<file path="src/rtl/sigdet_pkg.sv">
package sigdet_pkg;

   // Register field positions (the layout that software decodes)
   localparam int unsigned F_CIPHER  = 0;
   localparam int unsigned F_LOOP    = 1;
   localparam int unsigned F_OFF_EN  = 6;
   localparam int unsigned F_ON_EN   = 7;
   localparam int unsigned F_ON_LSB  = 10;
   localparam int unsigned F_OFF_LSB = 12;

   // Bits 15:1 that hold software state; everything else reads 0
   localparam logic [15:0] RW_MASK = 16'h3CC2;

   typedef struct packed {
      logic [1:0] off_sel;
      logic [1:0] on_sel;
      logic       on_en;
      logic       off_en;
      logic       loop;
      logic       cipher;
   } sd_ctrl_t;

   // Edge direction used to index the per-edge timers
   localparam int unsigned DIR_FALL = 0;
   localparam int unsigned DIR_RISE = 1;

endpackage

</file>
<file path="src/rtl/sigdet_ctrl_reg.sv">
module sigdet_ctrl_reg
   import sigdet_pkg::*;
#(
   parameter int unsigned ADDR_W   = 4,
   parameter int unsigned DATA_W   = 16,
   parameter logic [ADDR_W-1:0] REG_ADDR = 'hA
) (
   input  logic              clk,
   input  logic              rst_n,
   input  logic              strap_scr,
   input  logic              wr_en,
   input  logic [ADDR_W-1:0] addr,
   input  logic [DATA_W-1:0] wr_data,
   output logic [DATA_W-1:0] rd_data,
   output sd_ctrl_t          ctrl,
   output logic              scr_active
);

   localparam logic [DATA_W-1:0] MASK_W = DATA_W'(RW_MASK);

   logic [DATA_W-1:1] reg_q;
   logic              cip_q;
   logic              hit;
   logic [DATA_W-1:0] view;

   assign hit = (addr == REG_ADDR);

   always_ff @(posedge clk) begin
      if (!rst_n) begin
         reg_q <= '0;
      end else if (wr_en && hit) begin
         reg_q <= wr_data[DATA_W-1:1] & MASK_W[DATA_W-1:1];
      end
   end

   // Cipher enable: reset loads the strap, strap forces 1, else software
   always_ff @(posedge clk) begin
      if (!rst_n) begin
         cip_q <= strap_scr;
      end else if (strap_scr) begin
         cip_q <= 1'b1;
      end else if (wr_en && hit) begin
         cip_q <= wr_data[F_CIPHER];
      end
   end

   assign scr_active = cip_q | strap_scr;
   assign view       = {reg_q, scr_active};

   always_ff @(posedge clk) begin
      if (!rst_n) begin
         rd_data <= '0;
      end else begin
         rd_data <= hit ? view : '0;
      end
   end

   assign ctrl.off_sel = reg_q[F_OFF_LSB+1:F_OFF_LSB];
   assign ctrl.on_sel  = reg_q[F_ON_LSB+1:F_ON_LSB];
   assign ctrl.on_en   = reg_q[F_ON_EN];
   assign ctrl.off_en  = reg_q[F_OFF_EN];
   assign ctrl.loop    = reg_q[F_LOOP];
   assign ctrl.cipher  = cip_q;

endmodule

</file>
<file path="src/rtl/sigdet_edge_timer.sv">
module sigdet_edge_timer #(
   parameter int unsigned CNT_W = 10
) (
   input  logic             clk,
   input  logic             rst_n,
   input  logic             arm,
   input  logic             tick,
   input  logic [CNT_W-1:0] limit,
   output logic             done
);

   logic [CNT_W-1:0] cnt_q;
   logic [CNT_W-1:0] cnt_nxt;

   assign cnt_nxt = cnt_q + 1'b1;
   assign done    = arm && tick && (cnt_nxt >= limit);

   always_ff @(posedge clk) begin
      if (!rst_n || !arm || done) begin
         cnt_q <= '0;
      end else if (tick) begin
         cnt_q <= cnt_nxt;
      end
   end

endmodule

</file>
<file path="src/rtl/sigdet_filter.sv">
module sigdet_filter
   import sigdet_pkg::*;
#(
   parameter int unsigned CNT_W = 10
) (
   input  logic             clk,
   input  logic             rst_n,
   input  logic             tick,
   input  logic             sd_raw,
   input  logic [1:0]       dly_en,
   input  logic [CNT_W-1:0] lim_fall,
   input  logic [CNT_W-1:0] lim_rise,
   output logic             sd_qual
);

   logic             sd_q;
   logic             differs;
   logic [1:0]       done;
   logic [CNT_W-1:0] lim [2];

   assign lim[DIR_FALL] = lim_fall;
   assign lim[DIR_RISE] = lim_rise;
   assign differs       = (sd_raw != sd_q);

   for (genvar d = 0; d < 2; d++) begin : g_dir
      logic arm_d;
      assign arm_d = differs && (sd_raw == 1'(d)) && dly_en[d];
      sigdet_edge_timer #(.CNT_W(CNT_W)) u_tmr (
         .clk   (clk),
         .rst_n (rst_n),
         .arm   (arm_d),
         .tick  (tick),
         .limit (lim[d]),
         .done  (done[d])
      );
   end

   always_ff @(posedge clk) begin
      if (!rst_n) begin
         sd_q <= 1'b0;
      end else if (differs && (!dly_en[sd_raw] || done[sd_raw])) begin
         sd_q <= sd_raw;
      end
   end

   assign sd_qual = sd_q;

endmodule

</file>
<file path="src/rtl/sigdet_qual.sv">
module sigdet_qual
   import sigdet_pkg::*;
#(
   parameter int unsigned ADDR_W   = 4,
   parameter int unsigned DATA_W   = 16,
   parameter logic [ADDR_W-1:0] REG_ADDR = 'hA,
   parameter int unsigned CNT_W    = 10,
   parameter int unsigned ON_TICKS  [4] = '{84, 132, 252, 512},
   parameter int unsigned OFF_TICKS [4] = '{76, 132, 252, 512}
) (
   input  logic              clk,
   input  logic              rst_n,
   input  logic              strap_scr,
   input  logic              wr_en,
   input  logic [ADDR_W-1:0] addr,
   input  logic [DATA_W-1:0] wr_data,
   output logic [DATA_W-1:0] rd_data,
   input  logic              tick,
   input  logic              sd_raw,
   output logic              sd_qual,
   output logic              loop_en,
   output logic              scr_active
);

   localparam longint unsigned CNT_MAX = (64'd1 << CNT_W) - 1;

   if (DATA_W != 16) begin : g_bad_data_w
      $error("sigdet_qual: DATA_W must be 16");
   end
   if (ADDR_W < 1) begin : g_bad_addr_w
      $error("sigdet_qual: ADDR_W must be at least 1");
   end
   for (genvar i = 0; i < 4; i++) begin : g_lim_chk
      if (ON_TICKS[i] == 0 || ON_TICKS[i] > CNT_MAX) begin : g_bad_on
         $error("sigdet_qual: assert delay count out of counter range");
      end
      if (OFF_TICKS[i] == 0 || OFF_TICKS[i] > CNT_MAX) begin : g_bad_off
         $error("sigdet_qual: deassert delay count out of counter range");
      end
   end

   sd_ctrl_t         ctrl;
   logic             on_dly;
   logic             off_dly;
   logic [CNT_W-1:0] lim_rise;
   logic [CNT_W-1:0] lim_fall;

   sigdet_ctrl_reg #(
      .ADDR_W   (ADDR_W),
      .DATA_W   (DATA_W),
      .REG_ADDR (REG_ADDR)
   ) u_reg (
      .clk        (clk),
      .rst_n      (rst_n),
      .strap_scr  (strap_scr),
      .wr_en      (wr_en),
      .addr       (addr),
      .wr_data    (wr_data),
      .rd_data    (rd_data),
      .ctrl       (ctrl),
      .scr_active (scr_active)
   );

   assign on_dly   = ctrl.on_en  & scr_active;
   assign off_dly  = ctrl.off_en & scr_active;
   assign lim_rise = CNT_W'(ON_TICKS[ctrl.on_sel]);
   assign lim_fall = CNT_W'(OFF_TICKS[ctrl.off_sel]);
   assign loop_en  = ctrl.loop;

   sigdet_filter #(.CNT_W(CNT_W)) u_flt (
      .clk      (clk),
      .rst_n    (rst_n),
      .tick     (tick),
      .sd_raw   (sd_raw),
      .dly_en   ({on_dly, off_dly}),
      .lim_fall (lim_fall),
      .lim_rise (lim_rise),
      .sd_qual  (sd_qual)
   );

endmodule

</file>
<file path="config.mk">
export PLATFORM = sky130hd
export DESIGN_NAME = sigdet_qual
export DESIGN_NICKNAME = d
export VERILOG_FILES = /design/src/rtl/sigdet_pkg.sv /design/src/rtl/sigdet_ctrl_reg.sv /design/src/rtl/sigdet_edge_timer.sv /design/src/rtl/sigdet_filter.sv /design/src/rtl/sigdet_qual.sv
export SDC_FILE = /design/constraint.sdc
export NUM_CORES = 1
export LEC_CHECK = 0
export BUFFER_PORTS_ARGS = -buffer_cell sky130_fd_sc_hd__buf_4
export CORE_MARGIN = 1
export CORE_UTILIZATION = 28
export DETAILED_ROUTE_END_ITERATION = 10
export GPL_TIMING_DRIVEN = 0
export PLACE_DENSITY = 0.52
export SKIP_LAST_GASP = 1
export SLEW_MARGIN = 25
export SYNTH_ARGS = -nofsm -noshare
export SYNTH_HDL_FRONTEND = slang
export SYNTH_SLANG_ARGS = --single-unit
</file>
<file path="constraint.sdc">
create_clock -name clk -period 5.85 [get_ports clk]
set_input_delay 0.2925 -clock clk [delete_from_list [all_inputs] [get_ports clk]]
set_output_delay 0.2925 -clock clk [all_outputs]
set_load 0.02 [all_outputs]
</file>
==> metrics.txt, run 1 <==
cell family with the largest share of critical-path delay compound AO/OA/AOI/OAI gates; antenna cells 0; final core utilization 34.79%; post-CTS setup buffers 0; GR met3 Demand/Resource 2.736%; post-layout power 0.0004753 W; share of the clock period used by the worst path 45.81%; worst min-delay path endpoint u_reg.reg_q[1]; number of violations reported at the end of detailed-routing iteration 0 44; number of nets at the end of the flow 345; Fin Hold WS 0.2708 ns; count of buffers inserted at the top-level ports 28; source-to-sink clock delay at the later pin of the worst-skew pair 0.29 ns; Critical Path Sink Type flip-flop; Final Hold Vio Count 0; CTS tree yes; area after detailed placement 0.002616 mm²; number of sinks driven by the clock tree 37; critical path launch point type flip-flop; Yosys top cell area share 32.00%; post-detailed-route via-to-cell ratio 4.384; highest-utilization routing layer at the global route stage met2; Mapped Cells 252; hold_sp wr_data[1]; total number of vias 1736; grt ovf 0; Netlist Area Pre-Place 0.002252 mm²; met1 Usage GRT 14.10%; length of the first detailed-routing pass in iterations 4; Post-Synthesis Mean Instance Area 8.937 µm²; cell-by-cell trace of the critical path buf_2, and3_2, and3_1, nand3_1, xnor2_1, ha_1, a21oi_1, a31oi_1, a311oi_2, nor2_1, o311a_1; number of cells traversed by the worst register-to-register path 11; PwrDens 175.9 mW/mm²; startpoint-to-endpoint class of the critical path flip-flop to flip-flop; number of distinct library cell variants in the gate-level netlist after synthesis 42; total DRC errors in the routed layout 0; setup repair after global routing missed its margin false; max incr delay on CP 0.34 ns; clock root buffer clkbuf_8; fin. max-slew vios 0; Slew @ Worst Pin 0.5969 ns; sw frac 22.39%; area of combinational cells with multiple inputs 0.001363 mm²; number of antenna violations at the first check in global routing 0; result of the run completed; Combinational Power Share 8.7%; synthesis-to-layout area growth 20.00%; area of the core region 0.007767 mm²; final routed wire length divided by cell count 11.15 µm; Sequential Area 750.7 µm²; quantity of hold-fixing buffers added after cts 0; largest net degree at the start of global routing 11; share of cells above drive strength 1 18.37%; Setup Total Neg Slack 0 ns; RD Place Congestion 0.7370; vertical die dimension 91.69 µm; clock-pin slew of the registers on the worst-case setup and hold paths 0.07 ns; top cells by area, synth dfxtp_1 32%, ha_1 14%, xor2_1 7.0%, xnor2_1 5.8%, nor2_1 4.5%; Final min period 2.680 ns; aggregate routed wire length 4414 µm; worst-case clock buffer depth 2; std cell rows 32; count of filler cells inserted in the layout 817; cell accounting for the most synthesized area dfxtp_1; sum of buffers and inverters on the critical path 1; internal power 0.0003688 W; total of endpoints with negative setup slack in the final report 0; data required time of the critical path 6.02 ns; met2 track demand over resource 17.92%; Resized Gates After CTS 0; global-route usage over all layers 11.13%; Max Fclk 373.2 MHz; slowest CP cell a311oi_2; portion of total power attributed to sequential cells 54.0%; effective utilization at floorplan 28.99%; register bit count reported by yosys 37; Die Outline Area 0.008406 mm²; leakage power figure 1.197 nW; warnings from Yosys 0; worst reg2reg endpoint u_flt.sd_qual; CP Max Fanout 8; width of the die 91.69 µm; sequential share of the synthesized area 33.33%; critical path depth 11; Peak supply drop 72.51 µV; HPWL reported at the end of detailed placement 3364 µm; worst hold stages 3; Switch Pwr 0.0001064 W; share of power burned in the clock network 37.3%; area of all placed cells without fillers 0.002703 mm²; worst slew margin relative to its limit 60.21%; number of H-tree levels 2; max_cap viols 0; RR Startpoint u_flt.g_dir[1].u_tmr.cnt_q[2]; skew final 0.002768 ns; vias in the first global route 1630; CTS Buf Count 5; first-pass GRT wire length 7438 µm; remaining antenna violation count 0; worst hold path type input pin to flip-flop; worst-case register-to-register setup slack 3.17 ns; total I/O pin count 45; arrival time of the worst setup path 2.85 ns
registers in the layout, indices dropped and copies added (netlist names):
name                     flops
u_flt.g_dir.u_tmr.cnt_q     20
u_flt.sd_qual                1
u_reg.cip_q                  1
u_reg.rd_data                8
u_reg.reg_q                  7
Yosys cell counts:
master / n
or3_1: 1
nand3b_1: 1
clkbuf_2: 1
xor2_1: 18
nand4_1: 12
inv_1: 15
o31ai_1: 1
o311a_1: 1
xnor2_1: 15
buf_2: 2
buf_4: 8
a31o_2: 1
ha_1: 25
dfxtp_1: 36
and3_2: 2
a311oi_2: 1
nand4b_1: 1
o21ai_0: 4
mux2_2: 1
conb_1: 1
nor4bb_1: 1
a21oi_1: 4
and3_1: 14
o211ai_1: 2
edfxtp_1: 1
a21bo_2: 1
buf_1: 1
o211ai_2: 1
and2_4: 1
nor2b_1: 7
clkbuf_1: 8
or2_2: 1
and4_1: 1
nand3_1: 9
a31oi_1: 2
a211oi_1: 1
nor2_1: 27
a21o_1: 2
a311oi_1: 1
nor3_1: 1
mux2i_1: 9
nand2_1: 10
kinds of logic (layout without fill, tap and decap cells):
logic type | after synthesis | in the layout | synth area share [%]
flip-flops | 37 | 37 | 33.33
multiplexers | 10 | 10 | 4.500
buffers and inverters | 35 | 70 | 7.333
XOR/XNOR | 33 | 33 | 12.83
adder cells (fa/ha/maj) | 25 | 25 | 13.89
other | 1 | 8 | 0.1665
AO/OA/AOI/OAI | 22 | 22 | 7.222
AND/OR/NAND/NOR | 89 | 89 | 20.72
cells in the final DEF (no fill, tap or decap), types with 2 or more instances in the layout:
master,instances
a21o_1,2
a21oi_1,4
a31oi_1,2
and3_1,14
and3_2,2
buf_2,2
buf_4,36
clkbuf_1,9
clkbuf_8,6
conb_1,8
dfxtp_1,36
ha_1,25
inv_1,15
mux2i_1,9
nand2_1,10
nand3_1,9
nand4_1,12
nor2_1,27
nor2b_1,7
o211ai_1,2
o21ai_0,4
xnor2_1,15
xor2_1,18
tightest hold or removal path: stages:
cell and delay, ns:
buf_4 0.08, mux2i_1 0.05, nor2b_1 0.10
area by class of cell:
class | instances | share of cell area [%]
Tap cell | 102 | 4.722
Clock buffer | 7 | 3.194
Sequential cell | 37 | 27.78
Buffer | 20 | 4.028
Timing Repair Buffer | 28 | 7.778
Inverter | 15 | 2.083
Multi-Input combinational cell | 187 | 50.42
power groups by stage:
| stage | logic [W] | registers, W | clock network (W) |
|---|---|---|---|
| final | 0.0000414 | 0.000257 | 0.000177 |
| after global routing | 0.0000459 | 0.000257 | 0.000198 |
| after CTS | 0.0000419 | 0.000256 | 0.000188 |
| after detailed placement | 0.0000417 | 0.000262 | 0 |
| after global placement | 0.0000412 | 0.000262 | 0 |
| after floorplan | 0.0000244 | 0.000263 | 0 |
per-layer routing:
layer,part of all wire [%],wire length (µm)
met5,0,0
met4,1.8,78
met3,4.6,205
met2,45,1973
met1,49,2157
per-stage QoR:
step	setup WS [ns]	cells
floorplan	3.401	259
global placement	3.185	389
detailed placement	3.191	389
CTS	3.153	396
global route	2.914	396
finish	3.170	396
worst max-delay path by stage:
stage | startpoint | to | slack (ns)
2_1_floorplan | u_flt.g_dir[1].u_tmr.cnt_q[2] | u_flt.sd_qual | 3.40
3_3_place_gp | u_flt.g_dir[1].u_tmr.cnt_q[2] | u_flt.sd_qual | 3.19
3_5_place_dp | u_flt.g_dir[0].u_tmr.cnt_q[2] | u_flt.g_dir[0].u_tmr.cnt_q[4] | 3.19
4_1_cts | u_flt.g_dir[1].u_tmr.cnt_q[2] | u_flt.sd_qual | 3.15
5_1_grt | u_flt.g_dir[1].u_tmr.cnt_q[2] | u_flt.g_dir[1].u_tmr.cnt_q[6] | 2.91
6_report | u_flt.g_dir[1].u_tmr.cnt_q[2] | u_flt.sd_qual | 3.17
Power figures use the tool's default switching activity.
==> run 2: changes to the inputs <==
PLACE_DENSITY = 0.54   (was 0.52)
clock period = 2.4 ns   (was 5.85 ns; I/O delays follow)
==> metrics.txt, run 2 (synthesized netlist as in run 1, its figures left out) <==
HPWL reported at the end of detailed placement 3366 µm; worst hold path type input pin to flip-flop; length of the first detailed-routing pass in iterations 4; leakage power figure 1.252 nW; setup slack of the critical path after layout 0.03063 ns; CTS tree yes; critical path launch point type flip-flop; std cell rows 32; Biggest register u_flt.g_dir.u_tmr.cnt_q; antenna cells 0; number of H-tree levels 2; worst hold stages 3; total I/O pin count 45; number of antenna violations at the first check in global routing 0; pre-CTS setup slack -0.2334 ns; hold_sp wr_data[12]; Slew @ Worst Pin 0.6039 ns; final routed wire length divided by cell count 11.72 µm; Fin Hold WS 0.07986 ns; worst-case register-to-register setup slack 0.03 ns; synthesis-to-layout area growth 27.50%; internal power 0.0008692 W; commonest cells after routing, fill and taps aside 41 x buf_4, 29 x dfxtp_1, 26 x nor2_1; max FFs per register 20; Switch Pwr 0.0002788 W; most common cell after layout, fill and taps aside buf_4; total number of vias 1798; first-pass GRT wire length 7879 µm; sw frac 24.28%; number of nets at the end of the flow 349; number of cells traversed by the worst register-to-register path 11; CP Max Fanout 5; RD Place Congestion 0.7395; vias in the first global route 1755; effective utilization at floorplan 28.99%; largest net degree at the start of global routing 12; worst-case clock buffer depth 2; count of buffers inserted at the top-level ports 28; share of power burned in the clock network 36.8%; number of violations reported at the end of detailed-routing iteration 0 36; PwrDens 399.8 mW/mm²; width of the die 91.69 µm; max_cap viols 0; RR Startpoint u_flt.g_dir[1].u_tmr.cnt_q[4]; vertical die dimension 91.69 µm; worst min-delay path endpoint u_reg.reg_q[12]; worst reg2reg endpoint u_flt.g_dir[1].u_tmr.cnt_q[0]; Final Hold Vio Count 0; final core utilization 36.97%; Die Outline Area 0.008406 mm²; result of the run completed; grt ovf 0; share of cells above drive strength 1 27.09%; Critical Path Sink Type flip-flop; Peak supply drop 155.5 µV; arrival time of the worst setup path 2.59 ns; Max Fclk 422.1 MHz; remaining antenna violation count 0; registers with the most flip-flops u_flt.g_dir.u_tmr.cnt_q: 20 flops, u_reg.rd_data: 8 flops, u_reg.reg_q: 7 flops; startpoint-to-endpoint class of the critical path flip-flop to flip-flop; total of endpoints with negative setup slack in the final report 0; CTS Buf Count 5; total DRC errors in the routed layout 0; area after detailed placement 0.002625 mm²; clock-pin slew of the registers on the worst-case setup and hold paths 0.07 ns; area of all placed cells without fillers 0.002872 mm²; data required time of the critical path 2.62 ns; global-route usage over all layers 11.81%; Combinational Power Share 9.0%; source-to-sink clock delay at the later pin of the worst-skew pair 0.29 ns; fin. max-slew vios 0; worst slew margin relative to its limit 59.74%; count of filler cells inserted in the layout 798; setup repair after global routing missed its margin true; area of the core region 0.007767 mm²; aggregate routed wire length 4699 µm; post-detailed-route via-to-cell ratio 4.484; quantity of hold-fixing buffers added after cts 0; clock root buffer clkbuf_8; Final min period 2.369 ns; share of the clock period used by the worst path 98.72%; portion of total power attributed to sequential cells 54.1%; skew final 0.004428 ns; number of sinks driven by the clock tree 37
## run 2: stage by stage
stage / setup TNS [ns] / std cells / total power, W
final: 0 / 401 / 0.001148
after floorplan: 0 / 259 / 0.0007004
after CTS: 0 / 401 / 0.001175
after global placement: -3.673 / 389 / 0.0007390
after global routing: -0.6018 / 401 / 0.001207
after detailed placement: -4.253 / 389 / 0.0007406
## run 2: power groups by stage
stage	combinational (W)	sequential, W	clock, W
6_report	0.000104	0.000622	0.000423
5_1_grt	0.000113	0.000622	0.000472
4_1_cts	0.000104	0.000624	0.000447
3_5_place_dp	0.000101	0.000639	0
3_3_place_gp	0.0000996	0.000639	0
2_1_floorplan	0.0000594	0.000641	0
## run 2: worst max path at each step
stage | startpoint | end
finish | u_flt.g_dir[1].u_tmr.cnt_q[4] | u_flt.g_dir[1].u_tmr.cnt_q[0]
global route | u_flt.g_dir[1].u_tmr.cnt_q[4] | u_flt.g_dir[1].u_tmr.cnt_q[0]
CTS | u_flt.g_dir[1].u_tmr.cnt_q[0] | u_flt.g_dir[1].u_tmr.cnt_q[0]
detailed placement | u_flt.g_dir[0].u_tmr.cnt_q[2] | u_flt.g_dir[0].u_tmr.cnt_q[2]
global placement | u_flt.g_dir[0].u_tmr.cnt_q[2] | u_flt.g_dir[0].u_tmr.cnt_q[0]
floorplan | u_flt.g_dir[1].u_tmr.cnt_q[2] | u_flt.sd_qual
## run 2: cell type report
class / instances / area, µm² / area share [%]
multi-input combinational: 188 / 1469 / 51.15
sequential: 37 / 767.0 / 26.71
timing repair buffer: 33 / 247.7 / 8.627
tap: 102 / 127.6 / 4.444
buffer: 18 / 121.4 / 4.227
clock buffer: 6 / 72.57 / 2.527
inverter: 15 / 56.30 / 1.961
clock inverter: 2 / 10.01 / 0.3486
## run 2: routing by layer
metal / wire [µm] / up-vias / track usage [%] / share of wire, %
li1: - / 937 / - / -
met1: 2213 / 812 / 14.58 / 47
met2: 2185 / 41 / 19.67 / 46
met3: 208 / 8 / 1.990 / 4.4
met4: 91 / 0 / 6.085 / 1.9
met5: 0 / - / 0 / 0
## run 2: what timing repair did
item | 4_1_cts | 5_1_grt
endpoints found under the hold margin | 0 | 0
cloned | 1 | 0
pin swaps | 12 | 23
setup buffers | 4 | 1
endpoints found under the setup margin | 21 | 21
resized for setup | 13 | 28
## run 2: critical path, stage by stage (launching register included)
cell	delay (ns)
dfxtp_4	0.37
and3_4	0.18
and3_4	0.21
nand3_4	0.07
xnor2_2	0.13
ha_1	0.32
a21oi_2	0.14
a31oi_1	0.11
a311oi_2	0.31
buf_4	0.20
o211ai_4	0.11
nor2_1	0.15
